File: src/rtl/dacpwr_pkg.sv
package dacpwr_pkg;

    localparam int FRAME_W = 24;
    localparam int WORD_W  = 13;
    localparam int MODE_W  = 3;
    localparam int DCDC_W  = 7;

    localparam logic [4:0] CTRL_ADDR_BASE = 5'h1C;

    typedef enum logic [2:0] {
        SUB_SLEW = 3'd0,
        SUB_MAIN = 3'd1,
        SUB_DAC  = 3'd2,
        SUB_DCDC = 3'd3
    } sub_e;

    localparam logic [WORD_W-1:0] EN_INTERNAL = 13'h100;
    localparam logic [WORD_W-1:0] EN_OUTPUT   = 13'h040;
    localparam logic [WORD_W-1:0] RSENSE_INT  = 13'h020;
    localparam logic [WORD_W-1:0] EN_BOOST    = 13'h010;
    localparam logic [WORD_W-1:0] OVR_ON      = 13'h008;

    localparam logic [WORD_W-1:0] UP_FIRST_SET = EN_INTERNAL | EN_BOOST;
    localparam logic [WORD_W-1:0] OFF_CLEAR    = EN_INTERNAL | EN_BOOST | EN_OUTPUT;

    typedef enum logic [3:0] {
        ST_DCDC, ST_SLEW, ST_DACW, ST_IDLE,
        ST_UP1, ST_WAIT, ST_UP2, ST_DOWN, ST_HALT
    } st_e;

    typedef struct packed {
        logic [2:0]        rsv;
        logic [4:0]        addr;
        sub_e              sub;
        logic [WORD_W-1:0] word;
    } frame_t;

    function automatic frame_t make_frame(input logic [4:0] ch, input sub_e sub,
                                          input logic [WORD_W-1:0] word);
        frame_t f;
        f.rsv  = 3'b000;
        f.addr = CTRL_ADDR_BASE | ch;
        f.sub  = sub;
        f.word = word;
        return f;
    endfunction

    function automatic logic mode_ok(input logic [MODE_W-1:0] m, input logic has_volt);
        if (m <= 3'd3) return has_volt;
        return (m <= 3'd6);
    endfunction

    function automatic logic [WORD_W-1:0] init_word(input logic [MODE_W-1:0] m,
                                                    input logic ext, input logic ovr);
        logic [WORD_W-1:0] w;
        w = {{(WORD_W-MODE_W){1'b0}}, m};
        if (!ext) w = w | RSENSE_INT;
        if (ovr)  w = w | OVR_ON;
        return w;
    endfunction

endpackage

File: src/rtl/dacpwr_pick.sv
module dacpwr_pick #(
    parameter int NCH = 4,
    localparam int IW = (NCH > 1) ? $clog2(NCH) : 1
) (
    input  logic [NCH-1:0] req,
    output logic           found,
    output logic [IW-1:0]  idx
);
    always_comb begin
        found = 1'b0;
        idx   = '0;
        for (int i = NCH - 1; i >= 0; i--) begin
            if (req[i]) begin
                found = 1'b1;
                idx   = IW'(i);
            end
        end
    end
endmodule

File: src/rtl/dacpwr_settle.sv
module dacpwr_settle #(
    parameter int unsigned CYC = 50000,
    localparam int CW = $clog2(CYC + 1)
) (
    input  logic clk,
    input  logic rst,
    input  logic start,
    output logic done
);
    logic [CW-1:0] cnt;
    logic          run;

    always_ff @(posedge clk) begin
        if (rst) begin
            run <= 1'b0;
            cnt <= '0;
        end else if (start) begin
            run <= 1'b1;
            cnt <= CW'(CYC - 1);
        end else if (run) begin
            if (cnt == '0) run <= 1'b0;
            else           cnt <= cnt - 1'b1;
        end
    end

    assign done = run && (cnt == '0);


    restart_idle_chk: assert property (@(posedge clk) disable iff (rst)
        start |-> !run);
endmodule

File: src/rtl/dacpwr_seq.sv
module dacpwr_seq
    import dacpwr_pkg::*;
#(
    parameter int NCH       = 4,
    parameter int CLK_HZ    = 250_000_000,
    parameter int SETTLE_US = 200,
    parameter bit HAS_VOLT  = 1'b1,
    localparam int IW         = (NCH > 1) ? $clog2(NCH) : 1,
    localparam int SETTLE_CYC = (CLK_HZ / 1_000_000) * SETTLE_US
) (
    input  logic                  clk,
    input  logic                  rst,
    input  logic [NCH-1:0]        want_down,
    input  logic [NCH*MODE_W-1:0] cfg_mode,
    input  logic [NCH-1:0]        cfg_ext_rsense,
    input  logic [NCH-1:0]        cfg_ovr,
    input  logic [NCH*WORD_W-1:0] cfg_slew,
    input  logic [DCDC_W-1:0]     cfg_dcdc,
    output logic                  frm_valid,
    input  logic                  frm_ready,
    output logic [FRAME_W-1:0]    frm_data,
    output logic [NCH-1:0]        pwr_down_mask,
    output logic                  cfg_err
);
    st_e               state;
    logic [IW-1:0]     idx;
    logic [WORD_W-1:0] shadow [NCH];
    logic [NCH-1:0]    mask_q;
    logic              vld_q;
    frame_t            frm_q;
    logic [WORD_W-1:0] pend_word;
    logic              err_q;

    logic              issue;
    sub_e              cur_sub;
    logic [WORD_W-1:0] cur_word;
    logic [MODE_W-1:0] cur_mode;
    logic              pick_found;
    logic [IW-1:0]     pick_idx;
    logic              accept;
    logic              settle_done;
    logic              last_ch;

    assign cur_mode = cfg_mode[int'(idx)*MODE_W +: MODE_W];
    assign accept   = vld_q && frm_ready;
    assign last_ch  = (idx == IW'(NCH - 1));

    always_comb begin
        issue    = 1'b1;
        cur_sub  = SUB_DAC;
        cur_word = '0;
        case (state)
            ST_DCDC: begin
                cur_sub  = SUB_DCDC;
                cur_word = {{(WORD_W-DCDC_W){1'b0}}, cfg_dcdc};
            end
            ST_SLEW: begin
                cur_sub  = SUB_SLEW;
                cur_word = cfg_slew[int'(idx)*WORD_W +: WORD_W];
            end
            ST_DACW: cur_word = init_word(cur_mode, cfg_ext_rsense[idx], cfg_ovr[idx]);
            ST_UP1:  cur_word = shadow[idx] | UP_FIRST_SET;
            ST_UP2:  cur_word = shadow[idx] | EN_OUTPUT;
            ST_DOWN: cur_word = shadow[idx] & ~OFF_CLEAR;
            default: issue = 1'b0;
        endcase
    end

    dacpwr_pick #(.NCH(NCH)) u_pick (
        .req   (want_down ^ mask_q),
        .found (pick_found),
        .idx   (pick_idx)
    );

    dacpwr_settle #(.CYC(SETTLE_CYC)) u_settle (
        .clk   (clk),
        .rst   (rst),
        .start (accept && (state == ST_UP1)),
        .done  (settle_done)
    );

    always_ff @(posedge clk) begin
        if (rst) begin
            state     <= ST_DCDC;
            idx       <= '0;
            mask_q    <= '1;
            vld_q     <= 1'b0;
            frm_q     <= '0;
            pend_word <= '0;
            err_q     <= 1'b0;
            for (int i = 0; i < NCH; i++) shadow[i] <= '0;
        end else if (issue) begin
            if (!vld_q) begin
                if (state == ST_DACW && !mode_ok(cur_mode, HAS_VOLT)) begin
                    state <= ST_HALT;
                    err_q <= 1'b1;
                end else begin
                    frm_q     <= make_frame(5'(idx), cur_sub, cur_word);
                    pend_word <= cur_word;
                    vld_q     <= 1'b1;
                end
            end else if (frm_ready) begin
                vld_q <= 1'b0;
                if (cur_sub == SUB_DAC) shadow[idx] <= pend_word;
                case (state)
                    ST_DCDC: begin
                        state <= ST_SLEW;
                        idx   <= '0;
                    end
                    ST_SLEW: begin
                        state <= last_ch ? ST_DACW : ST_SLEW;
                        idx   <= last_ch ? '0 : idx + 1'b1;
                    end
                    ST_DACW: begin
                        state <= last_ch ? ST_IDLE : ST_DACW;
                        idx   <= last_ch ? idx : idx + 1'b1;
                    end
                    ST_UP1: state <= ST_WAIT;
                    ST_UP2: begin
                        state       <= ST_IDLE;
                        mask_q[idx] <= 1'b0;
                    end
                    ST_DOWN: begin
                        state       <= ST_IDLE;
                        mask_q[idx] <= 1'b1;
                    end
                    default: state <= ST_IDLE;
                endcase
            end
        end else begin
            case (state)
                ST_IDLE: if (pick_found) begin
                    idx   <= pick_idx;
                    state <= want_down[pick_idx] ? ST_DOWN : ST_UP1;
                end
                ST_WAIT: if (settle_done) state <= ST_UP2;
                default: ;
            endcase
        end
    end

    assign frm_valid     = vld_q;
    assign frm_data      = frm_q;
    assign pwr_down_mask = mask_q;
    assign cfg_err       = err_q;


    stall_hold_chk: assert property (@(posedge clk) disable iff (rst)
        (frm_valid && !frm_ready) |=> (frm_valid && $stable(frm_data)));


    mask_step_chk: assert property (@(posedge clk) disable iff (rst)
        (pwr_down_mask != $past(pwr_down_mask)) |->
            ($past(frm_valid && frm_ready) && $countones(pwr_down_mask ^ $past(pwr_down_mask)) == 1));


    settle_quiet_chk: assert property (@(posedge clk) disable iff (rst)
        (state == ST_WAIT) |-> !frm_valid);


    err_sticky_chk: assert property (@(posedge clk) disable iff (rst)
        cfg_err |=> (cfg_err && !frm_valid));


    out_after_int_chk: assert property (@(posedge clk) disable iff (rst)
        (frm_valid && frm_q.sub == SUB_DAC && frm_q.word[6]) |-> (frm_q.word[8] && frm_q.word[4]));
endmodule

File: config.mk
export PLATFORM = sky130hd
export DESIGN_NAME = dacpwr_seq
export DESIGN_NICKNAME = d
export VERILOG_FILES = /design/src/rtl/dacpwr_pkg.sv /design/src/rtl/dacpwr_pick.sv /design/src/rtl/dacpwr_settle.sv /design/src/rtl/dacpwr_seq.sv
export SDC_FILE = /design/constraint.sdc
export NUM_CORES = 1
export LEC_CHECK = 0
export ABC_CLOCK_PERIOD_IN_PS = 4800
export CAP_MARGIN = 20
export CORE_AREA = 2 2 103 105
export CTS_CLUSTER_SIZE = 12
export DETAILED_ROUTE_END_ITERATION = 10
export DIE_AREA = 0 0 105 107
export GPL_ROUTABILITY_DRIVEN = 0
export GPL_TIMING_DRIVEN = 0
export PLACE_DENSITY = 0.85
export SKIP_LAST_GASP = 1
export SLEW_MARGIN = 10
export SYNTH_ARGS = -nofsm -noshare
export SYNTH_HDL_FRONTEND = slang
export SYNTH_SLANG_ARGS = --single-unit
File: constraint.sdc
create_clock -name clk -period 4.8 [get_ports clk]
set_input_delay 0.96 -clock clk [delete_from_list [all_inputs] [get_ports clk]]
set_output_delay 0.96 -clock clk [all_outputs]
set_load 0.01 [all_outputs]
==> impl_results.md <==
* GRT overflow at 0
* # setup viols final at 0
* Resize count post-CTS at 0
* Post-Layout Cell Count at 768
* Post-DRT Antenna Nets at 0
* Met3 Track Usage GR at 0.0426
* First-pass GRT wire length at 25.1 mm
* Req. time, crit path at 5.05 ns
* Cells along the critical path: clkdlybuf4s50_1, nand3b_1, a21oi_1, and2b_1, and3_1, clkbuf_1, and2_1
* EDFF count, synth at 52
* Mapped Cells at 503
* R2r endpoint: shadow[1][8]
* Die span in y at 107 µm
* CORE AREA at 10100 µm²
* CP delay by family, top: buffers and inverters
* Synthesized area per cell at 11.1 µm²
* Initial core utilization at 0.552
* Largest family of logic cells by synthesized area: simple AND/OR/NAND/NOR gates
* Postcts setup bufs at 0
* Area Overhead vs Synth at 26.4%
* Hold Crit Start: frm_data[17]
* Logic pwr share at 0.464
* Compound-Gate Fraction of Synth Area at 0.126
* Sequential element share of the synthesized area at 0.456
* Post-CTS Hold Fix Bufs at 0
* Commonest non-fill, non-tap cells in the layout: clkdlybuf4s50_1, and2_1, edfxtp_1, dfxtp_1, a21oi_1
* WP data arrival at 3.14 ns
* VDD IR max at 0.221 mV
* Pre-CTS setup slack at 1.61 ns
* Ranking of synthesized cells by area: edfxtp_1, dfxtp_1, mux4_2, and2_1, a21oi_1
* Setup TNS at 0 ns
* Startpoint types: primary input
* Final cell area excluding filler cells at 7040 µm²
* Sequential Power Share at 0.364
* R2r setup slk at 2.45 ns
* Via Count at 4780
* TritonCTS clock tree: done
* Initial antenna violation count at 0
* Width of the chip at 105 µm
* Area leader, netlist: edfxtp_1
* NumNets Final at 719
* IO Pins at 116
* DR WL/cell at 20.4 µm
* Final Slew Violations at 0
* Worst Tran Pin Value at 1.18 ns
* Met2 Track Usage GR at 0.487
* Crit path largest cell delay at 0.53 ns
* H-tree Lvls at 3
* FP Rows at 37
* Met1 Resource Use GR at 0.380
* Status: completed
* Pint at 1.85 mW
* Area share of the largest cell type after synthesis at 0.280
* DP Cell Count at 752
* Async SR Flop Fraction at 0
* PD cells at 444 nW/µm²
* Psw at 1.27 mW
* Hold path cells at 2
* Slew headroom at 0.213
* Worst-Skew Late Latency at 0.39 ns
* Commonest non-fill, non-tap cell in the layout: clkdlybuf4s50_1
* IO Port Bufs at 110
* Final worst setup slack at 1.91 ns
* Final period utilization at 0.601
* Critical path's slowest cell: clkdlybuf4s50_1
* DR vias/cell at 6.22
* Max Clock Freq at 346 MHz
* Fin. Hold Viols at 0
* Critical path endpoint category: register
* Initial DRC count at 516
* Diodes inserted at 0
* Post-synthesis mux area share at 0.135
* DR pass1 iterations at 7
* Max Cap Viol at 0
* RSZ-0062 raised after global routing: false
* Setup CP Type: primary input to register
* Final WL at 15.7 mm
* Simple-gate portion of the synthesized area at 0.190
* Sw Share at 0.408
* Hold worst-path end: frm_data[17]
* Seq cells post-synth at 101
* CTS root buf: clkbuf_8
* Clk_skew at 0.0155 ns
* Adder and majority gate portion of the synthesized area at 0.0153
* Total track usage at 0.289
* Hold WC Path Type: register to register
* Die Area at 11200 µm²
* Worst-path clk slew at 0.10 ns
* Crit Path Max Fanout at 10
* Synth Warn # at 0
* Mapped Area at 5570 µm²
* Worst r2r path cells at 7
* Post-Place Cell Area at 6860 µm²
* Dpl hpwl at 11.5 mm
* Layout cell share with drive strength beyond 1 at 0.133
* XOR/XNOR share of the synthesized area at 0.0330
* CTS Buf Count at 9
* Vias in the first global route at 4668
* Largest net degree at the start of global routing at 20
* Final min period at 2.89 ns
* Clock power share at 0.172
* Top_reg_cell synth: edfxtp_1
* Synth cell types at 63
* Clock sinks at 101
* Residual DRC count at 0
* Busiest grt layer: met2
* Deepest clock path buffer count at 2
* Worst path buffer plus inverter count at 2
* Pleak at 2.46 nW
* Worst r2r src: state[3]
## stage by stage
step | util | hold slack, ns | total power, mW
3_3_place_gp | 0.679 | 0.457 | 2.52
5_1_grt | 0.698 | 0.507 | 3.26
6_report | 0.698 | 0.480 | 3.12
4_1_cts | 0.698 | 0.477 | 3.08
3_5_place_dp | 0.679 | 0.455 | 2.56
2_1_floorplan | - | 0.476 | 2.05
## routing by layer
layer / up-vias / routed length (µm)
met4: 0 / 427
li1: 2125 / -
met3: 45 / 1730
met1: 2285 / 5880
met2: 325 / 7650
met5: - / 0
## cell usage after synthesis, types with 3 or more instances
cell type / number
mux4_2: 31
a311o_1: 3
nand2b_1: 5
o21ai_0: 8
buf_2: 10
ha_1: 6
dfxtp_1: 49
nor3b_1: 5
a32o_1: 3
clkbuf_1: 19
edfxtp_1: 52
nor2_1: 26
nand2_1: 31
nor3_1: 20
mux2i_1: 3
and3_1: 4
nand4_1: 6
nand3_1: 13
nor2b_1: 3
a31oi_1: 6
xor2_1: 14
o21bai_1: 3
xnor2_1: 7
and2_1: 55
a211oi_1: 13
o311ai_1: 4
or2_2: 4
buf_4: 10
inv_1: 11
o211ai_1: 3
a21oi_1: 36
## sequential cells by signal, indices dropped and copies added (netlist names), named ones only
signal        flops
shadow           52
u_settle.cnt     16
pend_word        13
frm_data          5
state             4
idx               2
cfg_err           1
frm_valid         1
u_settle.run      1
## power by group through the flow
stage | Clock [mW] | Sequential, mW | Combinational (mW)
2_1_floorplan | 0 | 1.14 | 0.907
3_3_place_gp | 0 | 1.14 | 1.37
3_5_place_dp | 0 | 1.15 | 1.41
4_1_cts | 0.534 | 1.13 | 1.42
5_1_grt | 0.567 | 1.15 | 1.54
6_report | 0.537 | 1.14 | 1.45
## how the worst max path moves through the flow
stage / startpoint / to / slack (ns) / cells past startpoint
5_1_grt: frm_ready / shadow[1][8] / 1.74 / 7
4_1_cts: frm_ready / shadow[1][7] / 2.00 / 7
6_report: frm_ready / shadow[1][8] / 1.91 / 7
2_1_floorplan: rst / shadow[0][0] / 2.51 / 4
3_3_place_gp: frm_ready / shadow[1][6] / 1.63 / 7
3_5_place_dp: frm_ready / shadow[1][7] / 1.61 / 7
## area by class of cell
cell class / count / area [µm²]
inverter: 12 / 45.0
clock buffer: 9 / 124
timing repair buffer: 110 / 1100
multi-input combinational: 353 / 2800
fill: 741 / 3050
clock inverter: 7 / 63.8
buffer: 40 / 200
tap: 136 / 170
sequential: 101 / 2540
## cell families (layout without fill, tap and decap cells)
family	count (synthesis)	after routing
DFF	101	101
and+or+nand+nor	186	186
adders and majority gates	7	7
buffers and inverters	52	178
other	1	4
muxes	36	36
AOI/OAI and AO/OA	99	99
xor gates and xnor gates	21	21
## worst reg2reg max path, stage by stage, from the launching register on
cell	delay, ns
dfxtp_1	0.31
buf_2	0.18
nand3b_1	0.27
a21oi_1	0.23
and2b_1	0.26
and3_1	0.26
clkbuf_1	0.49
and2_1	0.22
No activity file was read; power rests on OpenSTA's default activity.
